$ cat config.mk
export PLATFORM = sky130hd
export DESIGN_NAME = dma_chan_seq
export DESIGN_NICKNAME = d
export VERILOG_FILES = /design/src/rtl/dma_seq_pkg.sv /design/src/rtl/dma_seq_step.sv /design/src/rtl/dma_seq_regs.sv /design/src/rtl/dma_seq_map.sv /design/src/rtl/dma_chan_seq.sv
export SDC_FILE = /design/constraint.sdc
export NUM_CORES = 1
export LEC_CHECK = 0
export CORE_MARGIN = 5
export CORE_UTILIZATION = 50
export CTS_CLUSTER_SIZE = 14
export DETAILED_ROUTE_END_ITERATION = 12
export DONT_BUFFER_PORTS = 1
export SETUP_SLACK_MARGIN = 0.5
export SLEW_MARGIN = 15
export SYNTH_ARGS = -nofsm -noshare
export SYNTH_HDL_FRONTEND = slang
export SYNTH_SLANG_ARGS = --single-unit
$ cat constraint.sdc
create_clock -name clk -period 2.9 [get_ports clk]
set_input_delay 0.145 -clock clk [delete_from_list [all_inputs] [get_ports clk]]
set_output_delay 0.145 -clock clk [all_outputs]
set_load 0.005 [all_outputs]
$ cat src/rtl/dma_seq_pkg.sv
package dma_seq_pkg;
    localparam int CNT_W  = 16;
    localparam int PAGE_W = 8;
    localparam int PHYS_W = CNT_W + PAGE_W;
    localparam int RES_W  = CNT_W + 1;

    typedef enum logic {W_BYTE = 1'b0, W_WORD = 1'b1} width_e;

    typedef struct packed {
        logic [CNT_W-1:0] addr;
        logic [CNT_W-1:0] cnt;
    } cur_t;

    function automatic logic [PHYS_W-1:0] phys_map(
        input logic [PAGE_W-1:0] page,
        input logic [CNT_W-1:0]  addr,
        input width_e            w
    );
        if (w == W_WORD)
            return {page[PAGE_W-1:1], addr, 1'b0};
        return {page, addr};
    endfunction

    function automatic logic [RES_W-1:0] residue_of(
        input logic [CNT_W-1:0] cnt,
        input width_e           w
    );
        logic [CNT_W-1:0] n;
        n = cnt + 1'b1;
        if (w == W_WORD)
            return {n, 1'b0};
        return {1'b0, n};
    endfunction
endpackage

$ cat src/rtl/dma_seq_step.sv
module dma_seq_step
    import dma_seq_pkg::*;
(
    input  cur_t cur,
    input  cur_t base,
    input  logic auto_en,
    output cur_t nxt,
    output logic wrap_hit
);
    localparam logic [CNT_W-1:0] ALL_ONES = '1;

    always_comb begin
        wrap_hit = (cur.cnt == '0);
        nxt.addr = cur.addr + 1'b1;
        nxt.cnt  = cur.cnt - 1'b1;
        if (wrap_hit) begin
            if (auto_en) begin
                nxt = base;
            end else begin
                nxt.cnt = ALL_ONES;
            end
        end
    end
endmodule

$ cat src/rtl/dma_seq_regs.sv
module dma_seq_regs
    import dma_seq_pkg::*;
(
    input  logic              clk,
    input  logic              rst,
    input  logic              prog_load,
    input  logic [CNT_W-1:0]  prog_addr,
    input  logic [CNT_W-1:0]  prog_count,
    input  logic [PAGE_W-1:0] prog_page,
    input  logic              prog_auto,
    input  logic              prog_word,
    input  logic              mask_wr,
    input  logic              mask_val,
    input  logic              xfer_done,
    input  cur_t              step_cur,
    input  logic              wrap_hit,
    output cur_t              cur_q,
    output cur_t              base_q,
    output logic [PAGE_W-1:0] page_q,
    output width_e            width_q,
    output logic              auto_q,
    output logic              mask_q,
    output logic              tc_q
);
    logic accept;
    assign accept = xfer_done & ~mask_q & ~prog_load;

    always_ff @(posedge clk) begin
        if (rst) begin
            cur_q   <= '0;
            base_q  <= '0;
            page_q  <= '0;
            width_q <= W_BYTE;
            auto_q  <= 1'b0;
            mask_q  <= 1'b1;
            tc_q    <= 1'b0;
        end else begin
            tc_q <= accept & wrap_hit;
            if (prog_load) begin
                base_q  <= '{addr: prog_addr, cnt: prog_count};
                cur_q   <= '{addr: prog_addr, cnt: prog_count};
                page_q  <= prog_page;
                auto_q  <= prog_auto;
                width_q <= prog_word ? W_WORD : W_BYTE;
            end else if (accept) begin
                cur_q <= step_cur;
            end
            if (mask_wr)
                mask_q <= mask_val;
            else if (prog_load)
                mask_q <= 1'b0;
            else if (accept && wrap_hit && !auto_q)
                mask_q <= 1'b1;
        end
    end

    // a masked channel keeps its position
    p_ignore_masked_r9: assert property (@(posedge clk) disable iff (rst)
        (mask_q && xfer_done && !prog_load) |=> $stable(cur_q));

    // ordinary step
    p_step_r5: assert property (@(posedge clk) disable iff (rst)
        (accept && cur_q.cnt != '0) |=>
        (cur_q.addr == $past(cur_q.addr) + 1'b1) && (cur_q.cnt == $past(cur_q.cnt) - 1'b1));

    // terminal count only follows an accepted transfer at zero
    p_tc_origin_r6: assert property (@(posedge clk) disable iff (rst)
        $rose(tc_q) |-> ($past(cur_q.cnt) == '0 && $past(xfer_done)));

    // stop and self-mask
    p_stop_r7: assert property (@(posedge clk) disable iff (rst)
        (accept && cur_q.cnt == '0 && !auto_q && !mask_wr) |=> (mask_q && tc_q && cur_q.cnt == '1));

    // reload from start copy
    p_reload_r8: assert property (@(posedge clk) disable iff (rst)
        (accept && cur_q.cnt == '0 && auto_q) |=> (cur_q == base_q && tc_q));
endmodule

$ cat src/rtl/dma_seq_map.sv
module dma_seq_map
    import dma_seq_pkg::*;
(
    input  logic              clk,
    input  logic              rst,
    input  logic [PAGE_W-1:0] page,
    input  cur_t              cur,
    input  width_e            width,
    output logic [PHYS_W-1:0] phys,
    output logic [RES_W-1:0]  residue
);
    always_comb begin
        phys    = phys_map(page, cur.addr, width);
        residue = residue_of(cur.cnt, width);
    end

    // exhausted count reports nothing left
    p_residue_zero_r10: assert property (@(posedge clk) disable iff (rst)
        (cur.cnt == '1) |-> (residue == '0));

    // word channel address is even and the page low bit is dropped
    p_word_even_r4: assert property (@(posedge clk) disable iff (rst)
        (width == W_WORD) |-> (phys[0] == 1'b0 && phys[CNT_W] == cur.addr[CNT_W-1]));
endmodule

$ cat src/rtl/dma_chan_seq.sv
module dma_chan_seq
    import dma_seq_pkg::*;
(
    input  logic              clk,
    input  logic              rst,
    input  logic              prog_load,
    input  logic [CNT_W-1:0]  prog_addr,
    input  logic [CNT_W-1:0]  prog_count,
    input  logic [PAGE_W-1:0] prog_page,
    input  logic              prog_auto,
    input  logic              prog_word,
    input  logic              mask_wr,
    input  logic              mask_val,
    input  logic              xfer_req,
    input  logic              xfer_done,
    output logic              xfer_enable,
    output logic [PHYS_W-1:0] phys_addr,
    output logic [CNT_W-1:0]  cur_count,
    output logic [RES_W-1:0]  residue,
    output logic              tc,
    output logic              chan_masked
);
    cur_t              cur_q, base_q, step_cur;
    logic [PAGE_W-1:0] page_q;
    width_e            width_q;
    logic              auto_q, mask_q, tc_q, wrap_hit;

    dma_seq_step u_step (
        .cur      (cur_q),
        .base     (base_q),
        .auto_en  (auto_q),
        .nxt      (step_cur),
        .wrap_hit (wrap_hit)
    );

    dma_seq_regs u_regs (
        .clk        (clk),
        .rst        (rst),
        .prog_load  (prog_load),
        .prog_addr  (prog_addr),
        .prog_count (prog_count),
        .prog_page  (prog_page),
        .prog_auto  (prog_auto),
        .prog_word  (prog_word),
        .mask_wr    (mask_wr),
        .mask_val   (mask_val),
        .xfer_done  (xfer_done),
        .step_cur   (step_cur),
        .wrap_hit   (wrap_hit),
        .cur_q      (cur_q),
        .base_q     (base_q),
        .page_q     (page_q),
        .width_q    (width_q),
        .auto_q     (auto_q),
        .mask_q     (mask_q),
        .tc_q       (tc_q)
    );

    dma_seq_map u_map (
        .clk     (clk),
        .rst     (rst),
        .page    (page_q),
        .cur     (cur_q),
        .width   (width_q),
        .phys    (phys_addr),
        .residue (residue)
    );

    assign xfer_enable = xfer_req & ~mask_q;
    assign cur_count   = cur_q.cnt;
    assign tc          = tc_q;
    assign chan_masked = mask_q;

    // no request passes a masked channel
    p_gate_r9: assert property (@(posedge clk) disable iff (rst)
        chan_masked |-> !xfer_enable);
endmodule

======== Word-level counts from Yosys, hierarchy flattened ========
Index checks and enable logic that the tools add are counted.
storage, ports and cells
  memories kept ........................... 0
  bits in writable memories ............... 0
  output and inout bits ................... 60
  bits in latches ......................... 0
  input port bits ......................... 49
  flip-flop bits (word level) ............. 76
  logic and storage cells ................. 38
  ROM bits ................................ 0
operators by class
  eq/ne operators ......................... 0
  $mul .................................... 0
  shift-type cells ........................ 0
  multiplexer cells ....................... 14
  bitwise operators ....................... 6
  reductions and logical operators ........ 6
  $add $sub $neg .......................... 3
  div/mod/pow operators ................... 0
  order comparisons ....................... 0
operators by type and width
  kind                     count
  $mux W32                 3
  $mux W24                 2
  $mux W17                 2
  $add A16 B1 Y16 const B  2
  $mux W16                 2
  $logic_not A16 Y1        1
  $sub A16 B1 Y16 const B  1
  $mux W1                  5
  $and A1 B1 Y1            4
  $reduce_bool A3 Y1       1
  $logic_and A1 B1 Y1      2
  $not A1 Y1               2
  $reduce_bool A2 Y1       1
  $logic_not A1 Y1         1

======== Longest topological paths before layout ========
Gate-level depths: netlist of the first run.
  word-level depth ........................ 8
  mapped depth ............................ 9
  gate-level depth less buffers ........... 7

======== Hierarchy ========
A second synthesis of the first run with hierarchy kept.
second synthesis, totals
  cell total of the unflattened synthesis .. 590
  area, all modules ....................... 5301.3 um^2
modules (own cells, without submodules)
  module        cells each  area an instance (um^2)  instances  seq. area each (um^2)
  dma_seq_regs  290         3253.1                   1          1521.5
  dma_seq_map   134         1023.5                   1          0.0
  dma_seq_step  165         1011.0                   1          0.0
  dma_chan_seq  1           13.8                     1          0.0

======== Least setup slack after synthesis of the first run ========
No wires, ideal clock.
  kind .................................... register -> register
  start point ............................. register u_regs.cur_q[0] (netlist name)
  end point ............................... register u_regs.cur_q[21] (netlist name)
  stages on the path, launching flop included .. 9
  arrival ................................. 2.305 ns
  setup slack ............................. 0.462 ns
  required time ........................... 2.768 ns
  path buffers ............................ 1
  library setup time ...................... 0.132 ns
  period minus slack after synthesis ...... 2.438 ns
  cells stage by stage .................... dfxtp_1 > inv_1 > ha_1 > or4b_4 > or4_1 > buf_2 > mux2_4 > o221ai_2 > a21oi_1
on the way
  cells in the longest elaborated chain, start to end .. 4
ends and longest elaborated chain
  element            line                text
  $logic_not A16 Y1  dma_seq_step.sv:13  wrap_hit = (cur.cnt == '0);
  $mux W32           dma_seq_step.sv:16  if (wrap_hit) begin
  $mux W32           dma_seq_regs.sv:45  end else if (accept) begin
  $mux W32           dma_seq_regs.sv:39  if (prog_load) begin
No other way between the ends. The select of a mux whose other input is x is not followed.
A chain may end at the register's enable or synchronous reset.

======== Worst setup path in the final report of the first run ========
  start point ............................. register u_regs.cur_q[0] (netlist name)
  end point ............................... register u_regs.cur_q[2] (netlist name)
on the way
  cells in the longest elaborated chain, start to end .. 4
  elaborated cells between the ends (all ways) .. 5
  those cells by class .................... 1 x add/sub; 3 x mux; 1 x reduce/logical
ends and longest elaborated chain
  element                                                      line
  $sub A16 B1 Y16 / $logic_not A16 Y1 (equally long branches)  dma_seq_step.sv:15, dma_seq_step.sv:13
  $mux W32 *                                                   dma_seq_step.sv:16
  $mux W32 *                                                   dma_seq_regs.sv:45
  $mux W32 *                                                   dma_seq_regs.sv:39
Mark *: on every way between the ends. The rest lies on a longest branch, timed or not. The select of a mux whose other input is x is not followed.

==> results of run 1 <==
how the worst max path moves through the flow:
stage | startpoint | to | slack (ns) | cells after the start
global placement | u_regs.cur_q[0]$_SDFFE_PP0P_ | u_regs.cur_q[25]$_SDFFE_PP0P_ | 0.33 | 8
CTS | u_regs.cur_q[1]$_SDFFE_PP0P_ | u_regs.cur_q[2]$_SDFFE_PP0P_ | 0.51 | 7
global route | u_regs.cur_q[0]$_SDFFE_PP0P_ | u_regs.cur_q[2]$_SDFFE_PP0P_ | 0.45 | 7
detailed placement | u_regs.cur_q[0]$_SDFFE_PP0P_ | u_regs.cur_q[25]$_SDFFE_PP0P_ | 0.26 | 8
floorplan | u_regs.cur_q[1]$_SDFFE_PP0P_ | u_regs.cur_q[21]$_SDFFE_PP0P_ | 0.53 | 8
finish | u_regs.cur_q[0]$_SDFFE_PP0P_ | u_regs.cur_q[2]$_SDFFE_PP0P_ | 0.51 | 7
cell usage in the layout, fill, tap and decap left out, types with 7 or more instances in the layout:
cell type      count
mux2i_1           37
mux2_2            17
inv_1             14
xnor2_1            7
clkbuf_8          10
dlygate4sd3_1     52
nor3_1            19
nand2_1           58
o21ai_0           24
a22oi_1            7
dfxtp_1           74
a221oi_1           7
nand3_1           22
nor2_1            66
xor2_1             9
a211oi_1          10
a21oi_1           43
nand4_1            7
buf_4             34
nor4_1             7
sequential cells by signal (all words and copies together), names as in the netlist:
register        count
u_regs.base_q      32
u_regs.tc_q         1
u_regs.auto_q       1
u_regs.width_q      1
u_regs.page_q       8
u_regs.mask_q       1
u_regs.cur_q       32
layout make-up:
type                       instances  area (um2)
clock buffer                      10         138
clock inverter                     5         100
fill                             881        3770
inverter                          18        70.1
multi-input combinational        460        3050
sequential                        76        1530
tap                              133         166
timing repair buffer              91         865
critical path: stages (launching register included):
cell and delay [ns]:
dfxtp_2 0.34, inv_4 0.07, ha_4 0.14, or4b_4 0.52, or4b_4 0.60, or4_4 0.44, o2111ai_2 0.09, a21oi_1 0.08
metrics by stage:
step	cells	setup slack [ns]	hold slack, ns	cell area, um2
final	793	0.514	0.00545	5920
after global routing	793	0.447	0.0109	5920
after CTS	787	0.505	0.00487	5790
after detailed placement	714	0.259	0.224	4920
after global placement	714	0.334	0.217	4920
after floorplan	629	0.525	0.247	4930
where the power goes:
group | total, uW | internal [uW] | switching [uW]
clock network | 1000 | 588 | 413
logic | 632 | 287 | 345
registers | 1180 | 1110 | 67.2
total | 2810 | 1990 | 825
routing by layer:
| metal | wire length (um) | share of wire, % | vias to the layer above |
|---|---|---|---|
| met5 | 0 | 0 | - |
| met4 | 361 | 2.3 | 0 |
| met3 | 1110 | 7.0 | 31 |
| met1 | 6250 | 39 | 2370 |
| li1 | - | - | 2329 |
| met2 | 8110 | 51 | 196 |
cell families after synthesis:
| group | Yosys count |
|---|---|
| and+or+nand+nor | 222 |
| AOI/OAI and AO/OA | 162 |
| buffers and inverters | 94 |
| DFF | 76 |
| muxes | 55 |
| xor gates and xnor gates | 16 |
| adders and majority gates | 4 |
what timing repair did:
action | 4_1_cts | 5_1_grt
hold buffers | 54 | 0
endpoints found under the setup margin | 19 | 22
gates resized for setup | 7 | 18
cloned | 1 | 0
hold endpoints to repair | 68 | 0
buffers inserted | 3 | 6
pin swaps | 2 | 5
==> flow_summary.json, run 1 <==
{
  "io_buffers": 0,
  "synth_xor_area_share_pct": 2.85,
  "syn_inst": 629,
  "worstMarginPinSlew_ns": 0.807,
  "critPathRequiredTime_ns": 3.15,
  "die_h_um": 109,
  "postRouteAntennaNets": 0,
  "hp-start": "prog_addr[14]",
  "rrSetupSlack_ns": 0.51,
  "hold_end": "u_regs.cur_q[30]$_SDFFE_PP0P_",
  "ys_top_cells_by_count": "dfxtp_1 (76), nor2_1 (66), nand2_1 (60), a21oi_1 (43)",
  "grtUsageTotal_pct": 26.9,
  "clockBufferDepth": 2,
  "synth_area_leaders": "dfxtp_1 (31%), mux2i_1 (7.5%), nor2_1 (5.0%)",
  "syn-num-nets": 682,
  "final_nets": 709,
  "irDropWorstVdd_mv": 0.289,
  "grt_pass1_vias": 4844,
  "status": "complete, no violations",
  "slew_headroom_pct": 46.0,
  "wl_um": 15800,
  "hold_depth": 2,
  "syn_to_final_growth_pct": 20.1,
  "yosys-mux-area-fraction_pct": 11.7,
  "grt_setup_unrepaired": "yes",
  "drt-wirelength-per-cell_um": 20.0,
  "dieArea_mm2": 0.0119,
  "clock.fmax_ghz": 0.419,
  "antenna_found_initial": 0,
  "setup_violations": 0,
  "io_pins": 109,
  "hold_viol": 0,
  "grt_max_degree": 67,
  "synthFlopType": "dfxtp_1",
  "cts_sinks": 76,
  "synthSimpleGateAreaFrac_pct": 21.8,
  "synth_top_area_cell": "dfxtp_1",
  "clock-root-buffer": "clkbuf_8",
  "overflow": 0,
  "synth_top_family_by_area": "compound AO/OA/AOI/OAI gates",
  "async_reset_ff_share_pct": 0,
  "drv_slew": 0,
  "synth_top_area_share_pct": 30.9,
  "synth_edf_count": 0,
  "initial_core_util_pct": 50.9,
  "fin_crit_ns": 2.39,
  "synth-seq-area-share_pct": 30.9,
  "clk_latency_ns": 0.37,
  "viasPerCell": 6.21,
  "power_density_mw_per_mm2": 475,
  "drive_above_1_share_pct": 15.9,
  "synth.most_common_cell": "dfxtp_1",
  "worstSetupStartpointType": "flip-flop",
  "place_congestion": 0.943,
  "synth_fa_ha_area_share_pct": 1.02,
  "core_area_mm2": 0.00968,
  "netlist_area_mm2": 0.00492,
  "cts_tree": "built",
  "cts-htree-levels": 3,
  "route.detailed.drc": 0,
  "crit_fanout": 6,
  "worstReg2RegStart": "u_regs.cur_q[0]$_SDFFE_PP0P_",
  "drt_iter0_drc": 444,
  "die_width_um": 109,
  "fin_util_pct": 61.1,
  "synth-seq-cells": 76,
  "rr_worst_depth": 7,
  "gr-usage-met3_pct": 4.74,
  "clkTransAtPathRegs_ns": 0.08,
  "finalClockSkew_ns": 0.0117,
  "end_kind": "flip-flop",
  "cellLeakagePower_uw": 0.00225,
  "timing.max_cap.violations": 0,
  "use_met1_pct": 31.4,
  "arrival_ns": 2.63,
  "synth_compound_area_share_pct": 22.5,
  "firstDrtPassIters": 5,
  "grt-busiest-layer": "met2",
  "total_power_uw": 2810,
  "path_class": "flip-flop to flip-flop",
  "grt_pass1_wl_um": 25100,
  "use_met2_pct": 48.5,
  "cts_buffers": 9,
  "fin_setup_tns_ns": 0,
  "synthDistinctLibCells": 69,
  "synth.avg_cell_area_um2": 7.83,
  "regToRegEndpoint": "u_regs.cur_q[2]$_SDFFE_PP0P_",
  "num_rows": 36,
  "diodes": 0,
  "hp-class": "input port to flip-flop",
  "yosys_warnings": 0,
  "fin_crit_sh_pct": 82.3,
  "vias": 4926,
  "place_hpwl_um": 9950
}
No activity file was read; power rests on OpenSTA's default activity.
==> run 2, diff against run 1 <==
==> constraint.sdc (replaced) <==
create_clock -name clk -period 2.4 [get_ports clk]
set_input_delay 0.12 -clock clk [delete_from_list [all_inputs] [get_ports clk]]
set_output_delay 0.12 -clock clk [all_outputs]
set_load 0.005 [all_outputs]
==> flow_summary.json, run 2 (same netlist as run 1, synthesis figures left out) <==
{
  "worstMarginPinSlew_ns": 0.546,
  "slowest_delay_ns": 0.59,
  "drive_above_1_share_pct": 25.7,
  "clock.fmax_ghz": 0.418,
  "top_regs": "u_regs.base_q x32, u_regs.cur_q x32, u_regs.page_q x8",
  "hold_viol": 0,
  "slew_headroom_pct": 63.4,
  "vias": 5309,
  "firstDrtPassIters": 5,
  "finalClockSkew_ns": 0.0159,
  "syn_to_final_growth_pct": 36.2,
  "cp_slowest_cell": "or4b_4",
  "drt_iter0_drc": 401,
  "io_buffers": 0,
  "dieArea_mm2": 0.0119,
  "postRouteAntennaNets": 0,
  "regArea_mm2": 0.00154,
  "fin_crit_sh_pct": 99.6,
  "path_class": "flip-flop to flip-flop",
  "grt_pass1_vias": 5302,
  "hp-start": "xfer_done",
  "die_width_um": 109,
  "power_density_mw_per_mm2": 496,
  "crit_top_cell": "or4b_4",
  "diodes": 0,
  "grt_setup_unrepaired": "yes",
  "status": "complete, no violations",
  "worstSetupStartpointType": "flip-flop",
  "initial_core_util_pct": 50.9,
  "nFillCells": 791,
  "total_power_uw": 3320,
  "io_pins": 109,
  "hp-class": "input port to flip-flop",
  "antenna_found_initial": 0,
  "fin_crit_ns": 2.39,
  "place_hpwl_um": 10200,
  "num_rows": 36,
  "clkTransAtPathRegs_ns": 0.09,
  "cts-htree-levels": 3,
  "layout_commonest_cell": "dlygate4sd3_1",
  "clk_latency_ns": 0.36,
  "place_congestion": 0.924,
  "crit_path_start": "u_regs.cur_q[0]$_SDFFE_PP0P_",
  "cts_sinks": 76,
  "final_cell_mix": "dlygate4sd3_1 (77), dfxtp_1 (67), nor2_1 (62), nand2_1 (54), buf_4 (43)",
  "final_nets": 763,
  "crit_fanout": 5,
  "setup_violations": 0,
  "arrival_ns": 2.62,
  "grtUsageTotal_pct": 28.4,
  "critPathRequiredTime_ns": 2.63,
  "irDropWorstVdd_mv": 0.339,
  "clock-root-buffer": "clkbuf_8",
  "end_kind": "flip-flop",
  "clockBufferDepth": 2,
  "viasPerCell": 6.26,
  "drv_slew": 0,
  "multi_input_area_mm2": 0.00333,
  "drt-wirelength-per-cell_um": 20.4,
  "cellLeakagePower_uw": 0.00261,
  "die_h_um": 109,
  "cts_buffers": 9,
  "timing.max_cap.violations": 0,
  "cp_cell_sequence": "inv_4 -> ha_4 -> or4b_4 -> or4b_4 -> or4_4 -> o2111ai_2 -> a21oi_1",
  "worstReg2RegStart": "u_regs.cur_q[0]$_SDFFE_PP0P_",
  "core_area_mm2": 0.00968,
  "rrSetupSlack_ns": 0.009,
  "grt_pass1_wl_um": 26900,
  "cts_tree": "built",
  "grt_max_degree": 55,
  "wl_um": 17300,
  "overflow": 0,
  "holdWs_ns": 0.0119,
  "route.detailed.drc": 0
}
==> run 2: power by group <==
group	internal (uW)	switching [uW]	total (uW)
sequential	1340	83.5	1430
combinational	425	462	887
clock	505	505	1010
total	2270	1050	3320
==> run 2: final timing paths <==
| path | endpoint | depth (start not counted) |
|---|---|---|
| max | u_regs.cur_q[2]$_SDFFE_PP0P_ | 7 |
| min | u_regs.mask_q$_SDFFE_PP1P_ | 2 |
| max reg2reg | u_regs.cur_q[2]$_SDFFE_PP0P_ | 7 |
| min reg2reg | u_regs.base_q[18]$_SDFFE_PP0P_ | 2 |
==> run 2: worst max-delay path: cells and delay by family (launching register included) <==
kind                       cells  cell delay [ns]
buffers and inverters          1             0.06
AOI/OAI and AO/OA              2             0.19
and+or+nand+nor                3             1.52
adders and majority gates      1             0.12
DFF                            1             0.36
==> run 2: per-stage QoR <==
stage	TNS [ns]	cells	worst slack (ns)	util, %	area (um2)
global placement	0	726	0.0613	52.5	5080
global route	-0.0779	848	-0.0460	69.3	6710
CTS	0	834	0.0263	65.0	6300
floorplan	0	629	0.142	-	5020
finish	0	848	0.00894	69.3	6710
detailed placement	0	726	0.0137	52.5	5080
==> run 2: repair_timing <==
action,in CTS,in global routing
gates cloned,3,3
resized for setup,28,69
setup endpoints to repair,46,46
endpoints found under the hold margin,71,0
hold buffers,79,0
buffers inserted,10,11
pin swaps,11,23
==> run 2: layout make-up <==
type                            count  area share (%)
Clock buffer                       11            2.11
Clock inverter                      5           0.784
Timing Repair Buffer              146            20.9
Multi-Input combinational cell    459            49.7
Tap cell                          133            2.48
Sequential cell                    76            23.0
Inverter                           18            1.10
==> run 2: per-layer routing <==
| metal | GRT usage, % | share of wire [%] | vias up |
|---|---|---|---|
| met3 | 4.68 | 7.3 | 45 |
| met2 | 48.3 | 51 | 249 |
| met5 | 0 | 0 | - |
| met1 | 35.5 | 39 | 2584 |
| li1 | - | - | 2431 |
| met4 | 12.1 | 2.8 | 0 |
==> run 3, diff against run 2 <==
--- a/config.mk
+++ b/config.mk
@@ -5,8 +5,9 @@
 export SDC_FILE = /design/constraint.sdc
 export NUM_CORES = 1
 export LEC_CHECK = 0
-export CORE_MARGIN = 5
+export CORE_MARGIN = 2
 export CORE_UTILIZATION = 50
+export CTS_BUF_LIST = sky130_fd_sc_hd__clkbuf_8
 export CTS_CLUSTER_SIZE = 14
 export DETAILED_ROUTE_END_ITERATION = 12
 export DONT_BUFFER_PORTS = 1
==> flow_summary.json, run 3 (same netlist as run 1, synthesis figures left out) <==
{
  "status": "complete, but fails checks",
  "violations": "negative hold slack, negative setup slack",
  "irDropWorstVdd_mv": 0.458,
  "holdWs_ns": -0.158,
  "drt_iter0_drc": 267,
  "fin_util_pct": 71.4,
  "dieArea_mm2": 0.0107,
  "antenna_found_initial": 0,
  "layout_commonest_cell": "dlygate4sd3_1",
  "route.detailed.drc": 0,
  "clock-root-buffer": "clkbuf_8",
  "top_regs": "u_regs.base_q x32, u_regs.cur_q x32, u_regs.page_q x8",
  "timing.max_cap.violations": 0,
  "path_class": "flip-flop to flip-flop",
  "cp-endpoint": "u_regs.cur_q[2]$_SDFFE_PP0P_",
  "wl_um": 16300,
  "cts-htree-levels": 3,
  "final_nets": 769,
  "core_area_mm2": 0.00968,
  "syn_to_final_growth_pct": 40.4,
  "grt_setup_unrepaired": "yes",
  "grt_max_degree": 82,
  "setup_violations": 2,
  "worstMarginPinSlew_ns": 0.477,
  "clk_latency_ns": 0.37,
  "vias": 5124,
  "setup_slack_ns": -0.0196,
  "cts_buffers": 9,
  "diodes": 0,
  "clock.fmax_ghz": 0.413,
  "final_cell_mix": "dlygate4sd3_1 (73), dfxtp_1 (67), nor2_1 (63), nand2_1 (52), buf_4 (42)",
  "final_design_area_no_fill_mm2": 0.00692,
  "hp-start": "prog_load",
  "power_density_mw_per_mm2": 498,
  "rrSetupSlack_ns": -0.02,
  "rr_worst_depth": 7,
  "crit_fanout": 6,
  "placed_area_mm2": 0.00509,
  "worstSetupStartpointType": "flip-flop",
  "cts_tree": "built",
  "die_h_um": 103,
  "clkTransAtPathRegs_ns": 0.09,
  "end_kind": "flip-flop",
  "finalClockSkew_ns": 0.0138,
  "num_rows": 36,
  "clockBufferDepth": 2,
  "hold_depth": 1,
  "viasPerCell": 6.00,
  "total_power_uw": 3440,
  "postRouteAntennaNets": 0,
  "place_congestion": 0.890,
  "cellLeakagePower_uw": 0.00277,
  "io_buffers": 0,
  "drv_slew": 0,
  "grt_pass1_wl_um": 23700,
  "hold_viol": 17,
  "die_width_um": 103,
  "place_hpwl_um": 9750,
  "worstReg2RegStart": "u_regs.cur_q[0]$_SDFFE_PP0P_",
  "fin_setup_tns_ns": -0.0205,
  "initial_core_util_pct": 50.9,
  "crit_path_start": "u_regs.cur_q[0]$_SDFFE_PP0P_",
  "drt-wirelength-per-cell_um": 19.1,
  "regToRegEndpoint": "u_regs.cur_q[2]$_SDFFE_PP0P_",
  "fin_crit_ns": 2.42,
  "grtUsageTotal_pct": 28.2,
  "arrival_ns": 2.68,
  "cts_sinks": 76,
  "critPathRequiredTime_ns": 2.66,
  "hp-class": "input port to flip-flop",
  "slew_headroom_pct": 67.9,
  "drive_above_1_share_pct": 27.5,
  "fin_crit_sh_pct": 101,
  "firstDrtPassIters": 5,
  "io_pins": 109,
  "overflow": 0,
  "grt_pass1_vias": 4717
}
run 3: through the flow:
step                setup WS [ns]  std cells  hold slack (ns)
floorplan                   0.142        629            0.222
global placement           0.0560        725            0.193
detailed placement         0.0143        725            0.192
CTS                        0.0358        821           -0.207
global route              -0.0678        854           -0.177
finish                    -0.0196        854           -0.158
run 3: how the worst min path moves through the flow:
stage | slack [ns] | to
2_1_floorplan | 0.22 | u_regs.mask_q$_SDFFE_PP1P_
3_3_place_gp | 0.19 | u_regs.width_q$_SDFFE_PP0P_
6_report | -0.16 | u_regs.cur_q[20]$_SDFFE_PP0P_
5_1_grt | -0.18 | u_regs.cur_q[4]$_SDFFE_PP0P_
3_5_place_dp | 0.19 | u_regs.width_q$_SDFFE_PP0P_
4_1_cts | -0.21 | u_regs.cur_q[5]$_SDFFE_PP0P_
run 3: layer usage:
metal	wire [um]	global-route usage, %	vias to the layer above
li1	-	-	2450
met1	6780	35.2	2466
met2	8270	49.0	176
met3	930	4.97	32
met4	326	10.0	0
met5	0	0	-
run 3: repair_timing:
action,in CTS,in global routing
pin swaps,21,32
setup endpoints to repair,46,47
gates cloned,6,1
hold buffers,53,21
endpoints found under the hold margin,75,26
setup buffers,21,11
gates resized for setup,65,51
run 3: power by group:
group	internal, uW	switching [uW]	total [uW]
clock network	637	509	1150
logic	438	435	873
registers	1340	83.4	1430
total	2420	1030	3440
run 3: cell type report:
class | count | area [um2]
Clock buffer | 11 | 151
Clock inverter | 5 | 76.3
Fill cell | 746 | 2770
Inverter | 18 | 70.1
Multi-Input combinational cell | 459 | 3390
Sequential cell | 76 | 1540
Tap cell | 133 | 166
Timing Repair Buffer | 152 | 1520
run 3: critical path, stage by stage, from the launching register on:
cell       delay [ns]
dfxtp_4          0.36
inv_4            0.06
ha_4             0.13
or4b_4           0.49
or4b_4           0.63
or4_1            0.43
o2111ai_1        0.12
a21oi_1          0.10
